<file path="src/rtl/mws_pkg.sv">
package mws_pkg;

    parameter int BS_W     = 8;
    parameter int GPL_W    = 6;
    parameter int PAT_DEPTH = 64;
    parameter int PC_W     = $clog2(PAT_DEPTH);
    parameter int MA_W     = 8;
    parameter int BEAT_W   = 2;
    parameter int ACC_AW   = 2 * MA_W;

    typedef struct packed {
        logic             last;
        logic             ack;
        logic             inc;
        logic             amux;
        logic [GPL_W-1:0] gpl;
        logic [BS_W-1:0]  bs;
    } pat_word_t;

    parameter int WORD_W = $bits(pat_word_t);

    typedef enum logic [1:0] {
        ACC_RD_SINGLE = 2'b00,
        ACC_RD_BURST  = 2'b01,
        ACC_WR_SINGLE = 2'b10,
        ACC_WR_BURST  = 2'b11
    } acc_kind_t;

    typedef enum logic {
        SEQ_IDLE = 1'b0,
        SEQ_RUN  = 1'b1
    } seq_state_t;

    parameter logic [PC_W-1:0] ENTRY_RD_SINGLE = PC_W'(0);
    parameter logic [PC_W-1:0] ENTRY_RD_BURST  = PC_W'(8);
    parameter logic [PC_W-1:0] ENTRY_WR_SINGLE = PC_W'(24);
    parameter logic [PC_W-1:0] ENTRY_WR_BURST  = PC_W'(32);

    function automatic logic [PC_W-1:0] entry_of(input acc_kind_t kind);
        case (kind)
            ACC_RD_SINGLE: return ENTRY_RD_SINGLE;
            ACC_RD_BURST:  return ENTRY_RD_BURST;
            ACC_WR_SINGLE: return ENTRY_WR_SINGLE;
            default:       return ENTRY_WR_BURST;
        endcase
    endfunction

    function automatic pat_word_t idle_word();
        pat_word_t w;
        w.last = 1'b1;
        w.ack  = 1'b0;
        w.inc  = 1'b0;
        w.amux = 1'b0;
        w.gpl  = '1;
        w.bs   = '1;
        return w;
    endfunction

endpackage

</file>
<file path="src/rtl/mws_pattern_ram.sv">
module mws_pattern_ram
    import mws_pkg::*;
#(
    parameter int DEPTH_P = PAT_DEPTH,
    localparam int AW = $clog2(DEPTH_P)
) (
    input  logic      clk,
    input  logic      rst,
    input  logic      we,
    input  logic      lock,
    input  logic [AW-1:0] waddr,
    input  pat_word_t wdata,
    input  logic [AW-1:0] raddr,
    output pat_word_t rdata
);

    pat_word_t mem [DEPTH_P];

    generate
        for (genvar i = 0; i < DEPTH_P; i++) begin : g_word
            always_ff @(posedge clk) begin
                if (rst) begin
                    mem[i] <= idle_word();
                end else if (we && !lock && (waddr == AW'(i))) begin
                    mem[i] <= wdata;
                end
            end
        end
    endgenerate

    assign rdata = mem[raddr];

endmodule

</file>
<file path="src/rtl/mws_sequencer.sv">
module mws_sequencer
    import mws_pkg::*;
(
    input  logic            clk,
    input  logic            rst,
    input  logic            start,
    input  acc_kind_t       kind,
    input  logic            word_last,
    output logic [PC_W-1:0] pc,
    output logic            busy,
    output logic            capture
);

    seq_state_t state_q;
    logic [PC_W-1:0] pc_q;

    always_ff @(posedge clk) begin
        if (rst) begin
            state_q <= SEQ_IDLE;
            pc_q    <= '0;
        end else begin
            case (state_q)
                SEQ_IDLE: begin
                    if (start) begin
                        state_q <= SEQ_RUN;
                        pc_q    <= entry_of(kind);
                    end
                end
                default: begin
                    if (word_last) begin
                        state_q <= SEQ_IDLE;
                    end else begin
                        pc_q <= pc_q + 1'b1;
                    end
                end
            endcase
        end
    end

    assign busy    = (state_q == SEQ_RUN);
    assign capture = (state_q == SEQ_IDLE) && start;
    assign pc      = pc_q;

endmodule

</file>
<file path="src/rtl/mws_addr_gen.sv">
module mws_addr_gen
    import mws_pkg::*;
(
    input  logic              clk,
    input  logic              rst,
    input  logic              capture,
    input  logic              busy,
    input  logic              inc,
    input  logic              amux,
    input  logic [ACC_AW-1:0] addr_in,
    output logic [MA_W-1:0]   mem_addr,
    output logic [BEAT_W-1:0] beat_o
);

    logic [MA_W-1:0]        row_q;
    logic [MA_W-BEAT_W-1:0] col_hi_q;
    logic [BEAT_W-1:0]      beat_q;

    always_ff @(posedge clk) begin
        if (rst) begin
            row_q    <= '0;
            col_hi_q <= '0;
            beat_q   <= '0;
        end else if (capture) begin
            row_q    <= addr_in[ACC_AW-1:MA_W];
            col_hi_q <= addr_in[MA_W-1:BEAT_W];
            beat_q   <= addr_in[BEAT_W-1:0];
        end else if (busy && inc) begin
            beat_q   <= beat_q + 1'b1;
        end
    end

    always_comb begin
        if (!busy) begin
            mem_addr = '0;
        end else if (amux) begin
            mem_addr = {col_hi_q, beat_q};
        end else begin
            mem_addr = row_q;
        end
    end

    assign beat_o = beat_q;

endmodule

</file>
<file path="src/rtl/mem_wave_seq.sv">
module mem_wave_seq
    import mws_pkg::*;
(
    input  logic              clk,
    input  logic              rst,
    input  logic              cfg_we,
    input  logic [PC_W-1:0]   cfg_addr,
    input  logic [WORD_W-1:0] cfg_wdata,
    input  logic              acc_start,
    input  logic              acc_write,
    input  logic              acc_burst,
    input  logic [ACC_AW-1:0] acc_addr,
    output logic [MA_W-1:0]   mem_addr,
    output logic [BS_W-1:0]   bs_n,
    output logic [GPL_W-1:0]  gpl_n,
    output logic              xfer_ack,
    output logic              busy
);

    pat_word_t         cur_word;
    logic [PC_W-1:0]   seq_pc;
    logic              seq_busy;
    logic              seq_capture;
    logic [BEAT_W-1:0] beat;
    acc_kind_t         kind;

    assign kind = acc_kind_t'({acc_write, acc_burst});

    mws_pattern_ram #(.DEPTH_P(PAT_DEPTH)) ram_i (
        .clk   (clk),
        .rst   (rst),
        .we    (cfg_we),
        .lock  (seq_busy),
        .waddr (cfg_addr),
        .wdata (pat_word_t'(cfg_wdata)),
        .raddr (seq_pc),
        .rdata (cur_word)
    );

    mws_sequencer seq_i (
        .clk       (clk),
        .rst       (rst),
        .start     (acc_start),
        .kind      (kind),
        .word_last (cur_word.last),
        .pc        (seq_pc),
        .busy      (seq_busy),
        .capture   (seq_capture)
    );

    mws_addr_gen addr_i (
        .clk      (clk),
        .rst      (rst),
        .capture  (seq_capture),
        .busy     (seq_busy),
        .inc      (cur_word.inc),
        .amux     (cur_word.amux),
        .addr_in  (acc_addr),
        .mem_addr (mem_addr),
        .beat_o   (beat)
    );

    assign bs_n     = seq_busy ? cur_word.bs  : '1;
    assign gpl_n    = seq_busy ? cur_word.gpl : '1;
    assign xfer_ack = seq_busy & cur_word.ack;
    assign busy     = seq_busy;

endmodule

</file>
<file path="config.mk">
export PLATFORM = sky130hd
export DESIGN_NAME = mem_wave_seq
export DESIGN_NICKNAME = d
export VERILOG_FILES = /design/src/rtl/mws_pkg.sv /design/src/rtl/mws_pattern_ram.sv /design/src/rtl/mws_sequencer.sv /design/src/rtl/mws_addr_gen.sv /design/src/rtl/mem_wave_seq.sv
export SDC_FILE = /design/constraint.sdc
export NUM_CORES = 2
export LEC_CHECK = 0
export BUFFER_PORTS_ARGS = -buffer_cell sky130_fd_sc_hd__buf_2
export CAP_MARGIN = 20
export CORE_MARGIN = 10
export CORE_UTILIZATION = 43
export CTS_CLUSTER_DIAMETER = 40
export DETAILED_ROUTE_END_ITERATION = 7
export GPL_ROUTABILITY_DRIVEN = 0
export HOLD_SLACK_MARGIN = 0.1
export RECOVER_POWER = 50
export SYNTH_ARGS = -nofsm -noshare
export SYNTH_HDL_FRONTEND = slang
export SYNTH_HIERARCHICAL = 1
export SYNTH_SLANG_ARGS = --single-unit
</file>
<file path="constraint.sdc">
create_clock -name clk -period 2.8 [get_ports clk]
set_clock_uncertainty 0.05 [all_clocks]
set_input_delay 0.14 -clock clk [delete_from_list [all_inputs] [get_ports clk]]
set_output_delay 0.14 -clock clk [all_outputs]
set_load 0.01 [all_outputs]
</file>
==> results.py <==
metrics = {
    "synth": {
        "dominantRegCellSynth": "edfxtp_1",
        "netlist.top_cell.by_area": "edfxtp_1",
        "yosys_top_cell_area_share_pct": 63.1,
        "async_reset_ff_share_pct": 0,
        "postSynthAreaPerCell_um2": 14.7,
        "synth.yosys.warnings": 6,
        "mappedNetlistArea_um2": 54900,
        "ys_seq_elements": 1175,
        "yosys.area_share.simple_pct": 15.2,
        "largest_family_of_logic_cells_by_synthesized_area": "simple AND/OR/NAND/NOR gates",
        "synth.top_cells.by_count": "1152 x edfxtp_1, 962 x or3_1, 361 x clkbuf_1",
        "synth.yosys.seq_area_share_pct": 63.9,
        "postSynthCellCount": 3742,
        "synth.most_common_cell": "edfxtp_1",
        "number_of_enable_type_register_cells_in_the_synthesized_netlist": 1152,
        "synth.lib_cells_used.distinct": 51,
        "post_synth_xor_area_fraction_pct": 0,
        "synth_nets": 3791,
        "multiplexer_share_of_the_synthesized_area_pct": 13.4,
        "compound_gate_fraction_of_synth_area_pct": 3.62,
        "synth_fa_ha_area_share_pct": 0.0684,
        "largest_cells_by_area_after_synthesis": "edfxtp_1 63%, or3_1 11%, mux4_2 9.7%, clkbuf_1 2.5%, and2_1 2.2%",
    },
    "global_routing": {
        "initial_antenna_violation_count": 9,
        "grt_pass1_wl_um": 244000,
        "globalRoute.totalOverflow": 0,
        "number_of_global_route_vias_before_repair": 35200,
        "largest_net_degree_at_the_start_of_global_routing": 92,
        "track_usage_pct": 22.9,
    },
    "setup_path": {
        "critical_path_origin": "seq_i/pc[1]",
        "worst-endpoint-required_ps": 2610,
        "worstPathMaxFanout": 8,
        "path_cells": "buf_12 > buf_12 > buf_12 > mux4_2 > nand2_1 > a21oi_4 > a311oi_1 > buf_4 > nor4_4 > buf_12 > mux2i_1 > nor2b_1 > buf_2",
        "worst-path-buf-inv": 6,
        "timing_worst_setup_path_type": "register to output pin",
        "worstSetupStartpointType": "register",
        "crit_top_cell": "buf_12",
        "reg2reg_setup_slack_ps": -230,
        "critical_path.endpoint_type": "output pin",
        "slowest_stage": "mux4_2",
        "critPathMaxStageDelay_ps": 490,
        "worst_ep_arrival_time_ps": 3490,
        "r2r_start": "seq_i/pc[0]",
        "path_delay_family": "buffers and inverters",
    },
    "cts": {
        "htree_num_levels": 4,
        "number_of_clock_buffers_inserted_by_tritoncts": 149,
        "cts.path.max_buffers": 3,
        "clkSinkCount": 1175,
        "tritoncts": "yes",
        "worstSkewPairLatency_ps": 770,
        "root_buffer": "clkbuf_16",
        "clkTransAtPathRegs_ps": 60,
    },
    "die": {
        "die_width_um": 377,
        "starting_density_of_the_core_pct": 43.5,
        "core.rowCount": 130,
        "design.portCount": 70,
        "design.die.area_um2": 142000,
        "core_um2": 126000,
        "die-height_um": 377,
    },
    "place": {
        "post-place-ws_ps": -388,
        "port-buffer-count": 69,
        "dp_cells": 5390,
        "dpl.hpwl_um": 99900,
    },
    "detailed_routing": {
        "drt-vias-per-instance": 6.07,
        "wl_per_cell_um": 28.5,
        "wl_um": 165000,
        "drt_pass1_iterations": 5,
        "vias": 35200,
        "postRouteAntennaNets": 0,
        "drt_iter0_drc": 4201,
        "drt_drc_violations_left": 0,
    },
    "power": {
        "vdd.ir_drop.worst_v": 0.000664,
        "cellPowerDensity_nw_per_um2": 631,
        "leakage_nw": 18.8,
    },
    "final_layout": {
        "post_route_cells_drive_above_1_share_pct": 31.7,
        "layout.nets": 4076,
        "number_of_standard_cells_in_the_final_layout_excluding_fillers": 5800,
        "fillCellCount": 10200,
        "final_core_utilization_pct": 52.9,
        "layout-area-overhead-vs-synth_pct": 21.7,
    },
    "worst_hold_path": {
        "min-delay-path-class": "input pin to register",
        "hp-start": "cfg_addr[2]",
    },
    "timing": {
        "final_max_slew_viol_count": 0,
        "worst-slew-pin-transition_ps": 1420,
        "hold-worst-slack_ps": 159,
        "slew_headroom_pct": 5.26,
        "number_of_endpoints_failing_setup_at_the_final_stage": 93,
        "grt_setup_unrepaired": "yes",
        "finalCriticalPeriod_ps": 3680,
        "finalCritPeriodShare_pct": 131,
        "final-hold-violation-count": 0,
        "achievable_clock_frequency_ghz": 0.272,
        "post-route-worst-setup-slack_ps": -877,
    },
    "outcome": {
        "failed_checks": "negative setup slack",
        "outcome": "complete, but fails checks",
    },
    "flow_run": {
        "cap_violations": 0,
    },
}
## worst min-delay path: cells and delay by family
family,cells,cell delay (ps)
buffers and inverters,2,410
AND/OR/NAND/NOR,2,310
## per-layer routing
| metal | share of wire, % | global-route usage, % |
|---|---|---|
| met5 | 0.016 | 0 |
| met4 | 2.8 | 7.01 |
| met3 | 8.9 | 5.21 |
| met2 | 46 | 35.2 |
| met1 | 42 | 32.3 |
## final cells by class
class                           count  area, um2  share of cell area (%)
Clock buffer                      170       3870                    5.80
Inverter                            5       18.8                  0.0281
Sequential cell                  1175      35100                    52.5
Clock inverter                    102       1180                    1.77
Multi-Input combinational cell   2079      18900                    28.3
Timing Repair Buffer              617       5660                    8.48
Antenna cell                        2       5.00                 0.00750
Tap cell                         1650       2060                    3.09
## cell usage in the layout (no fill, tap or decap), drive strengths merged, types with 12 or more instances in the layout
cell type	Yosys	final
a211oi	52	52
a21oi	27	27
a22oi	18	18
a311oi	15	15
a31oi	14	14
and2	194	194
buf	120	489
bufinv	0	20
clkbuf	363	236
clkinv	0	48
clkinvlp	0	13
dfxtp	23	23
dlygate4sd3	0	62
edfxtp	1152	1152
inv	5	26
mux2	98	98
mux2i	93	93
mux4	236	236
nand2	53	53
nand2b	18	18
nand3	12	12
nor2	82	82
nor2b	19	19
nor4	18	18
o211a	18	18
o21bai	64	64
o22ai	44	44
or3	962	962
## sequential cells by signal, indices dropped and copies added, names as in the netlist
signal,cells
addr_i/beat_o,2
seq_i/busy,1
addr_i/col_hi_q,6
ram_i/mem,1152
addr_i/row_q,8
seq_i/pc,6
## through the flow
stage / total power, mW / TNS (ps) / cell area, um2
6_report: 42.1 / -20620 / 66700
4_1_cts: 42.2 / -18330 / 66000
3_3_place_gp: 22.6 / -6930 / 59400
3_5_place_dp: 22.6 / -7070 / 59400
2_1_floorplan: 21.3 / 0 / 54900
5_1_grt: 43.2 / -40950 / 66700
## cells by family after synthesis
group           after synthesis
compound gates              269
fa+ha+maj                     3
buf+inv                     488
simple gates               1380
flops                      1175
mux                         427
## final timing paths
kind	end	depth (start not counted)
worst max-delay path	mem_addr[2]	13
worst min-delay path	ram_i/mem[14][6]	4
worst max register to register	seq_i/pc[4]	12
worst min register to register	addr_i/beat_o[1]	2
## where the power goes
| part | switching [mW] | internal (mW) | leakage (nW) |
|---|---|---|---|
| Combinational | 1.89 | 0.982 | 6.94 |
| Sequential | 0.117 | 19.6 | 9.43 |
| Clock | 7.67 | 11.9 | 2.43 |
| Total | 9.68 | 32.5 | 18.8 |
## repair_timing
| action | in CTS | in global routing |
|---|---|---|
| gates resized for setup | 159 | 112 |
| buffers inserted | 18 | 58 |
| hold buffers | 59 | 3 |
| setup endpoints to repair | 32 | 31 |
| pin swaps | 27 | 41 |
| cloned | 2 | 3 |
| endpoints found under the hold margin | 223 | 47 |
Note: power is estimated with default switching activity, not from simulation.
